[src/rtl/uart_rx_pkg.sv]
package uart_rx_pkg;

   typedef enum logic [2:0] {
      ST_IDLE,
      ST_START,
      ST_DATA,
      ST_PAR,
      ST_STOP,
      ST_WAITHI
   } rx_state_e;

   typedef struct packed {
      logic ovr;
      logic cdl;
      logic par;
      logic frm;
      logic noi;
   } rx_err_t;

   localparam logic [1:0] PM_EVEN = 2'b01;
   localparam logic [1:0] PM_ODD  = 2'b10;

   function automatic logic vote3(input logic [2:0] s);
      return (s[0] & s[1]) | (s[0] & s[2]) | (s[1] & s[2]);
   endfunction

endpackage

[src/rtl/uart_rx_sync.sv]
module uart_rx_sync #(
   parameter int          STAGES = 2,
   parameter int          W      = 2,
   parameter logic [W-1:0] RST   = '1
) (
   input  logic         clk,
   input  logic         rst_n,
   input  logic [W-1:0] d,
   output logic [W-1:0] q
);
   if (STAGES < 1) begin : g_bad_stages
      $error("uart_rx_sync: STAGES must be at least 1");
   end

   logic [W-1:0] chain [STAGES];

   for (genvar g = 0; g < STAGES; g++) begin : g_stage
      if (g == 0) begin : g_first
         always_ff @(posedge clk or negedge rst_n) begin
            if (!rst_n) chain[0] <= RST;
            else        chain[0] <= d;
         end
      end else begin : g_next
         always_ff @(posedge clk or negedge rst_n) begin
            if (!rst_n) chain[g] <= RST;
            else        chain[g] <= chain[g-1];
         end
      end
   end

   assign q = chain[STAGES-1];
endmodule

[src/rtl/uart_rx_bitsampler.sv]
module uart_rx_bitsampler
   import uart_rx_pkg::*;
#(
   parameter int OVS = 16
) (
   input  logic clk,
   input  logic rst_n,
   input  logic tick,
   input  logic run,
   input  logic rxd,
   output logic bit_end,
   output logic bit_val,
   output logic bit_noisy
);
   localparam int CW  = $clog2(OVS);
   localparam int MID = OVS / 2;

   if (OVS < 8 || OVS > 64) begin : g_bad_ovs
      $error("uart_rx_bitsampler: OVS must lie in 8..64");
   end

   logic [CW-1:0] cnt;
   logic [2:0]    smp;

   always_ff @(posedge clk or negedge rst_n) begin
      if (!rst_n) begin
         cnt <= '0;
         smp <= '0;
      end else if (!run) begin
         cnt <= '0;
      end else if (tick) begin
         cnt <= (cnt == CW'(OVS - 1)) ? '0 : cnt + 1'b1;
         if (cnt == CW'(MID - 1)) smp[0] <= rxd;
         if (cnt == CW'(MID))     smp[1] <= rxd;
         if (cnt == CW'(MID + 1)) smp[2] <= rxd;
      end
   end

   assign bit_end   = run & tick & (cnt == CW'(OVS - 1));
   assign bit_val   = vote3(smp);
   assign bit_noisy = (|smp) & ~(&smp);
endmodule

[src/rtl/uart_rx_errcnt.sv]
module uart_rx_errcnt #(
   parameter int W = 8
) (
   input  logic         clk,
   input  logic         rst_n,
   input  logic         clr,
   input  logic         inc,
   output logic [W-1:0] cnt
);
   if (W < 1) begin : g_bad_w
      $error("uart_rx_errcnt: W must be at least 1");
   end

   always_ff @(posedge clk or negedge rst_n) begin
      if (!rst_n)                 cnt <= '0;
      else if (clr)               cnt <= '0;
      else if (inc && !(&cnt))    cnt <= cnt + 1'b1;
   end
endmodule

[src/rtl/uart_rx_classifier.sv]
module uart_rx_classifier
   import uart_rx_pkg::*;
#(
   parameter int DATA_BITS   = 8,
   parameter int OVS         = 16,
   parameter int CNT_W       = 8,
   parameter int SYNC_STAGES = 2
) (
   input  logic                 clk,
   input  logic                 rst_n,
   input  logic                 os_tick,
   input  logic                 rx_line,
   input  logic                 carrier_ok,
   input  logic                 carrier_ctl_en,
   input  logic [1:0]           par_mode,
   input  logic                 multidrop,
   input  logic                 sync_mode,
   input  logic                 zero_stop_ok,
   input  logic                 irq_mask,
   input  logic                 char_taken,
   input  logic                 clr_par_cnt,
   input  logic                 clr_frm_cnt,
   input  logic                 clr_noise_cnt,
   output logic                 char_valid,
   output logic [DATA_BITS-1:0] char_data,
   output logic                 err_overrun,
   output logic                 err_carrier,
   output logic                 err_parity,
   output logic                 err_framing,
   output logic                 err_noise,
   output logic                 buf_close,
   output logic                 rx_irq,
   output logic [CNT_W-1:0]     par_cnt,
   output logic [CNT_W-1:0]     frm_cnt,
   output logic [CNT_W-1:0]     noise_cnt,
   output logic                 hunt_req
);
   localparam int BCW = $clog2(DATA_BITS);
   localparam int NCNT = 3;

   if (DATA_BITS < 5 || DATA_BITS > 8) begin : g_bad_db
      $error("uart_rx_classifier: DATA_BITS must lie in 5..8");
   end

   // line and carrier synchronizer
   logic [1:0] sync_q;
   logic       rxd_s, cd_s;

   uart_rx_sync #(.STAGES(SYNC_STAGES), .W(2), .RST(2'b11)) u_sync (
      .clk   (clk),
      .rst_n (rst_n),
      .d     ({rx_line, carrier_ok}),
      .q     (sync_q)
   );
   assign rxd_s = sync_q[1];
   assign cd_s  = sync_q[0];

   // bit sampler
   rx_state_e state;
   logic      run, bit_end, bit_val, bit_noisy;

   assign run = (state == ST_START) || (state == ST_DATA) ||
                (state == ST_PAR)   || (state == ST_STOP);

   uart_rx_bitsampler #(.OVS(OVS)) u_bits (
      .clk       (clk),
      .rst_n     (rst_n),
      .tick      (os_tick),
      .run       (run),
      .rxd       (rxd_s),
      .bit_end   (bit_end),
      .bit_val   (bit_val),
      .bit_noisy (bit_noisy)
   );

   // character assembly and classification
   logic [BCW-1:0]       bitcnt;
   logic [DATA_BITS-1:0] shreg;
   logic                 par_acc, par_bit, noise_acc, pending;
   logic                 par_en, cd_abort;
   rx_err_t              err_now, err_q;
   logic                 close_now;
   logic                 valid_q, close_q, irq_q, hunt_q;
   logic [DATA_BITS-1:0] data_q;

   assign par_en   = (par_mode == PM_EVEN) || (par_mode == PM_ODD);
   assign cd_abort = run && carrier_ctl_en && !cd_s;

   always_comb begin
      err_now     = '0;
      err_now.frm = ~bit_val;
      err_now.noi = (noise_acc | bit_noisy) & ~sync_mode;
      err_now.par = par_en & bit_val & ((par_acc ^ par_bit) != (par_mode == PM_ODD));
      err_now.ovr = pending & ~char_taken;
      close_now   = err_now.frm | err_now.par | err_now.ovr;
   end

   always_ff @(posedge clk or negedge rst_n) begin
      if (!rst_n) begin
         state     <= ST_IDLE;
         bitcnt    <= '0;
         shreg     <= '0;
         par_acc   <= 1'b0;
         par_bit   <= 1'b0;
         noise_acc <= 1'b0;
         pending   <= 1'b0;
         err_q     <= '0;
         valid_q   <= 1'b0;
         close_q   <= 1'b0;
         irq_q     <= 1'b0;
         hunt_q    <= 1'b0;
         data_q    <= '0;
      end else begin
         valid_q <= 1'b0;
         err_q   <= '0;
         close_q <= 1'b0;
         irq_q   <= 1'b0;
         hunt_q  <= 1'b0;
         if (char_taken) pending <= 1'b0;

         if (cd_abort) begin
            state     <= ST_WAITHI;
            err_q.cdl <= 1'b1;
            close_q   <= 1'b1;
            irq_q     <= ~irq_mask;
            hunt_q    <= multidrop;
         end else begin
            unique case (state)
               ST_IDLE: begin
                  if (os_tick && !rxd_s) state <= ST_START;
               end
               ST_START: begin
                  if (bit_end) begin
                     if (bit_val) begin
                        state <= ST_IDLE;
                     end else begin
                        state     <= ST_DATA;
                        bitcnt    <= '0;
                        par_acc   <= 1'b0;
                        noise_acc <= bit_noisy;
                     end
                  end
               end
               ST_DATA: begin
                  if (bit_end) begin
                     shreg     <= {bit_val, shreg[DATA_BITS-1:1]};
                     par_acc   <= par_acc ^ bit_val;
                     noise_acc <= noise_acc | bit_noisy;
                     if (bitcnt == BCW'(DATA_BITS - 1)) state <= par_en ? ST_PAR : ST_STOP;
                     else                               bitcnt <= bitcnt + 1'b1;
                  end
               end
               ST_PAR: begin
                  if (bit_end) begin
                     par_bit   <= bit_val;
                     noise_acc <= noise_acc | bit_noisy;
                     state     <= ST_STOP;
                  end
               end
               ST_STOP: begin
                  if (bit_end) begin
                     valid_q <= 1'b1;
                     data_q  <= shreg;
                     err_q   <= err_now;
                     close_q <= close_now;
                     irq_q   <= close_now & ~irq_mask;
                     hunt_q  <= close_now & multidrop;
                     pending <= 1'b1;
                     if (!bit_val && sync_mode && zero_stop_ok) begin
                        state     <= ST_DATA;
                        bitcnt    <= '0;
                        par_acc   <= 1'b0;
                        noise_acc <= 1'b0;
                     end else if (!bit_val) begin
                        state <= ST_WAITHI;
                     end else begin
                        state <= ST_IDLE;
                     end
                  end
               end
               ST_WAITHI: begin
                  if (os_tick && rxd_s) state <= ST_IDLE;
               end
               default: state <= ST_IDLE;
            endcase
         end
      end
   end

   // saturating error counters: 0 parity, 1 framing, 2 noise
   logic [NCNT-1:0]  cnt_inc, cnt_clr;
   logic [CNT_W-1:0] cnt_val [NCNT];

   assign cnt_inc = {err_q.noi, err_q.frm, err_q.par};
   assign cnt_clr = {clr_noise_cnt, clr_frm_cnt, clr_par_cnt};

   for (genvar g = 0; g < NCNT; g++) begin : g_cnt
      uart_rx_errcnt #(.W(CNT_W)) u_cnt (
         .clk   (clk),
         .rst_n (rst_n),
         .clr   (cnt_clr[g]),
         .inc   (cnt_inc[g]),
         .cnt   (cnt_val[g])
      );
   end

   assign par_cnt     = cnt_val[0];
   assign frm_cnt     = cnt_val[1];
   assign noise_cnt   = cnt_val[2];
   assign char_valid  = valid_q;
   assign char_data   = data_q;
   assign err_overrun = err_q.ovr;
   assign err_carrier = err_q.cdl;
   assign err_parity  = err_q.par;
   assign err_framing = err_q.frm;
   assign err_noise   = err_q.noi;
   assign buf_close   = close_q;
   assign rx_irq      = irq_q;
   assign hunt_req    = hunt_q;
endmodule

[config.mk]
export PLATFORM = sky130hd
export DESIGN_NAME = uart_rx_classifier
export DESIGN_NICKNAME = d
export VERILOG_FILES = /design/src/rtl/uart_rx_pkg.sv /design/src/rtl/uart_rx_sync.sv /design/src/rtl/uart_rx_bitsampler.sv /design/src/rtl/uart_rx_errcnt.sv /design/src/rtl/uart_rx_classifier.sv
export SDC_FILE = /design/constraint.sdc
export NUM_CORES = 1
export LEC_CHECK = 0
export BUFFER_PORTS_ARGS = -buffer_cell sky130_fd_sc_hd__buf_2
export CAP_MARGIN = 0
export CORE_MARGIN = 3
export CORE_UTILIZATION = 30
export DETAILED_ROUTE_END_ITERATION = 7
export PLACE_DENSITY = 0.56
export SYNTH_ARGS = -nofsm -noshare
export SYNTH_HDL_FRONTEND = slang
export SYNTH_SLANG_ARGS = --single-unit
[constraint.sdc]
create_clock -name clk -period 6.5 [get_ports clk]
set_clock_uncertainty 0.15 [all_clocks]
set_input_delay 1.95 -clock clk [delete_from_list [all_inputs] [get_ports clk]]
set_output_delay 1.95 -clock clk [all_outputs]
set_load 0.02 [all_outputs]
==> metrics.md <==
| Metric | Value |
|---|---|
| DR top layer | met4 |
| Final wirelength | 6980 µm |
| Area share of and/or/nand/nor cells after synthesis | 18.8% |
| MaxCap Viol Count | 0 |
| Worst slew pin tran | 0.693 ns |
| Postcts setup bufs | 0 |
| Starting Density | 31.0% |
| Ys flop type | dfrtp_1 |
| Critical Path Sink Type | register |
| Met2 WL | 2960 µm |
| Post-Synth XOR/XNOR Area | 5.43% |
| Met3 wire length | 353 µm |
| Critical path class | primary input to register |
| Hold path cells | 0 |
| Pwr dens | 313 nW/µm² |
| Post-Synth Adder-Cell Area | 3.62% |
| Static leakage | 2.01 nW |
| Port buffer count | 56 |
| Ys async rst share | 100% |
| # nets final | 394 |
| Routed via count | 2,472 |
| Cell area after synthesis | 3390 µm² |
| Dominant cells by area after synthesis | dfrtp_1, mux2_2, nor2_1 |
| Detailed Place HPWL | 4880 µm |
| Status | finished clean |
| TritonCTS clock tree | done |
| Clock tree sinks | 70 |
| Post-route clock period utilization | 55.5% |
| 1st-iter DRT viols | 191 |
| Fillers | 1,115 |
| RSZ-0062 raised after global routing | no |
| Core area | 10,900 µm² |
| Ports | 57 |
| Die Wd | 112 µm |
| Total GRT Usage | 11.8% |
| Worst EP arrival | 3.67 ns |
| Syn Area/Cell | 10.8 µm² |
| Sequential share of the synthesized area | 51.9% |
| Metal-1 WL | 3520 µm |
| Final Non-Filler Cells | 514 |
| Crit path launch type | primary input |
| Die area | 12,600 µm² |
| Reg area | 1760 µm² |
| Post-CTS sizing | 0 |
| ANT cells | 0 |
| Routability cong. | 0.822 |
| Final hold vios | 0 |
| Global route total overflow | 0 |
| Area leader, netlist | dfrtp_1 |
| Hold_buf cts | 0 |
| Clk slew on worst S/H paths | 0.06 ns |
| Via density | 4.81 |
| Vias in the first global route | 2,388 |
| Internal reg-to-reg setup slack | 3.92 ns |
| Syn Inst Count | 315 |
| WP data required | 6.57 ns |
| Total CTS buffers | 9 |
| EDFF count, synth | 0 |
| Max_slew headroom | 53.8% |
| First-pass DRT Iterations | 4 |
| Synth unique cells | 51 |
| Worst r2r dst | bitcnt[0] |
| Syn_nets | 340 |
| Worst-case clock buffer depth | 2 |
| Worst flop-to-flop path startpoint | state[2] |
| Crit path to | bitcnt[0] |
| Number of antenna violations at the first check in global routing | 0 |
| First-pass GRT wire length | 12,100 µm |
| Multiplexer share of the synthesized area | 9.49% |
| Peak VDD IR | 0.000132 V |
| Multi-input gate area | 1510 µm² |
| Fin crit period | 3.61 ns |
| Worst Hold Class | register to register |
| Main combinational cell family by area after synthesis | simple AND/OR/NAND/NOR gates |
| Setup tns final | 0 ns |
| CTS H-tree depth | 3 |
| Clock Latency Late Sink | 0.33 ns |
| Synth warnings | 0 |
| Area Growth Syn to Fin | 21.2% |
| Reg2Reg Depth | 5 |
| Flops & latches, synth | 70 |
| Drt wl/cell | 13.6 µm |
| Antenna-violating nets left | 0 |
| Crit. Startpoint | os_tick |
| Root Buffer Master | clkbuf_16 |
| Row cnt | 38 |
| Pin count of the biggest net entering global routing | 41 |
| Area share of the largest cell type after synthesis | 48.8% |
| Residual DRC | 0 |
| Die Ht | 112 µm |
| Top fanout value on the critical path | 11 |
| Placed Instances | 498 |
| Fmax | 0.277 GHz |
| Share of layout cells above drive strength 1 | 27.3% |
| Post-synthesis compound-gate area fraction | 7.06% |
| Slew Limit Fails | 0 |
| Final setup vio count | 0 |
## worst min-delay path by stage
stage / endpoint / start / slack, ns
2_1_floorplan: u_sync.q[0] / u_sync.chain[2] / 0.20
3_3_place_gp: u_sync.q[1] / u_sync.chain[3] / 0.20
3_5_place_dp: u_sync.q[1] / u_sync.chain[3] / 0.20
4_1_cts: u_sync.q[1] / u_sync.chain[3] / 0.21
5_1_grt: u_sync.q[1] / u_sync.chain[3] / 0.21
6_report: u_sync.q[1] / u_sync.chain[3] / 0.21
## layer usage
layer,track usage [%],up-vias
met5,0,-
met4,5.21,0
met3,3.07,11
met2,16.4,64
met1,17.1,1185
li1,-,1212
## cell usage after synthesis (all sizes together), types with 3 or more instances
library cell / instances
nand2b: 6
mux2: 21
mux2i: 7
a21oi: 9
nor3: 14
nand4b: 3
dfrtp: 66
dfstp: 4
nor2b: 3
nand3: 16
nand4: 5
xor2: 8
inv: 13
nor2: 40
and2: 3
or3: 4
a211oi: 3
buf: 7
xnor2: 13
nand2: 15
clkbuf: 7
o21ai: 10
ha: 9
## cell usage in the layout, fill, tap and decap left out, drive strengths merged, types with 10 or more instances in the layout
master / instances
nand3: 16
dfrtp: 66
mux2: 21
xnor2: 13
nor2: 40
inv: 16
buf: 57
nor3: 14
nand2: 15
o21ai: 10
## worst max-delay path: stages
cell	delay, ns
buf_2	0.19
nand4_1	0.24
nor4_1	0.31
a21oi_1	0.16
nor4b_2	0.43
mux2_2	0.38
## logic make-up after synthesis
family / count (synthesis)
and+or+nand+nor: 123
xor gates and xnor gates: 21
muxes: 28
AOI/OAI and AO/OA: 36
buffers and inverters: 27
DFF: 70
adders and majority gates: 10
## metrics by stage
step / power (mW) / hold slack [ns] / util (%) / cell area (µm²) / worst slack (ns)
3_3_place_gp: 0.742 / 0.196 / 34.5 / 3770 / 2.62
2_1_floorplan: 0.697 / 0.195 / - / 3390 / 2.86
5_1_grt: 1.36 / 0.207 / 37.5 / 4100 / 2.74
4_1_cts: 1.30 / 0.207 / 37.5 / 4100 / 2.94
6_report: 1.28 / 0.206 / 37.5 / 4100 / 2.89
3_5_place_dp: 0.744 / 0.198 / 34.5 / 3770 / 2.60
## area by class of cell
type / count / share of cell area [%]
flip-flops and latches: 70 / 42.8
multi-input cells: 218 / 36.7
repair buffers: 57 / 7.01
clock buffers: 9 / 5.49
well taps: 140 / 4.27
clock inverters: 7 / 2.56
inverters: 13 / 1.19
## power by group
part | internal, mW | leakage, nW | switching, mW
combinational | 0.103 | 0.891 | 0.127
clock | 0.342 | 0.159 | 0.202
sequential | 0.461 | 0.956 | 0.0491
total | 0.906 | 2.01 | 0.378
## sequential cells by signal, summed over array words and instances, names as in the netlist
signal	flops
g_cnt.u_cnt.cnt	24
char_data	8
shreg	8
u_bits.cnt	4
bitcnt	3
state	3
u_bits.smp	3
u_sync.chain	2
u_sync.q	2
buf_close	1
char_valid	1
err_carrier	1
err_framing	1
err_noise	1
err_overrun	1
err_parity	1
hunt_req	1
noise_acc	1
par_acc	1
par_bit	1
pending	1
rx_irq	1
Power figures use the tool's default switching activity.
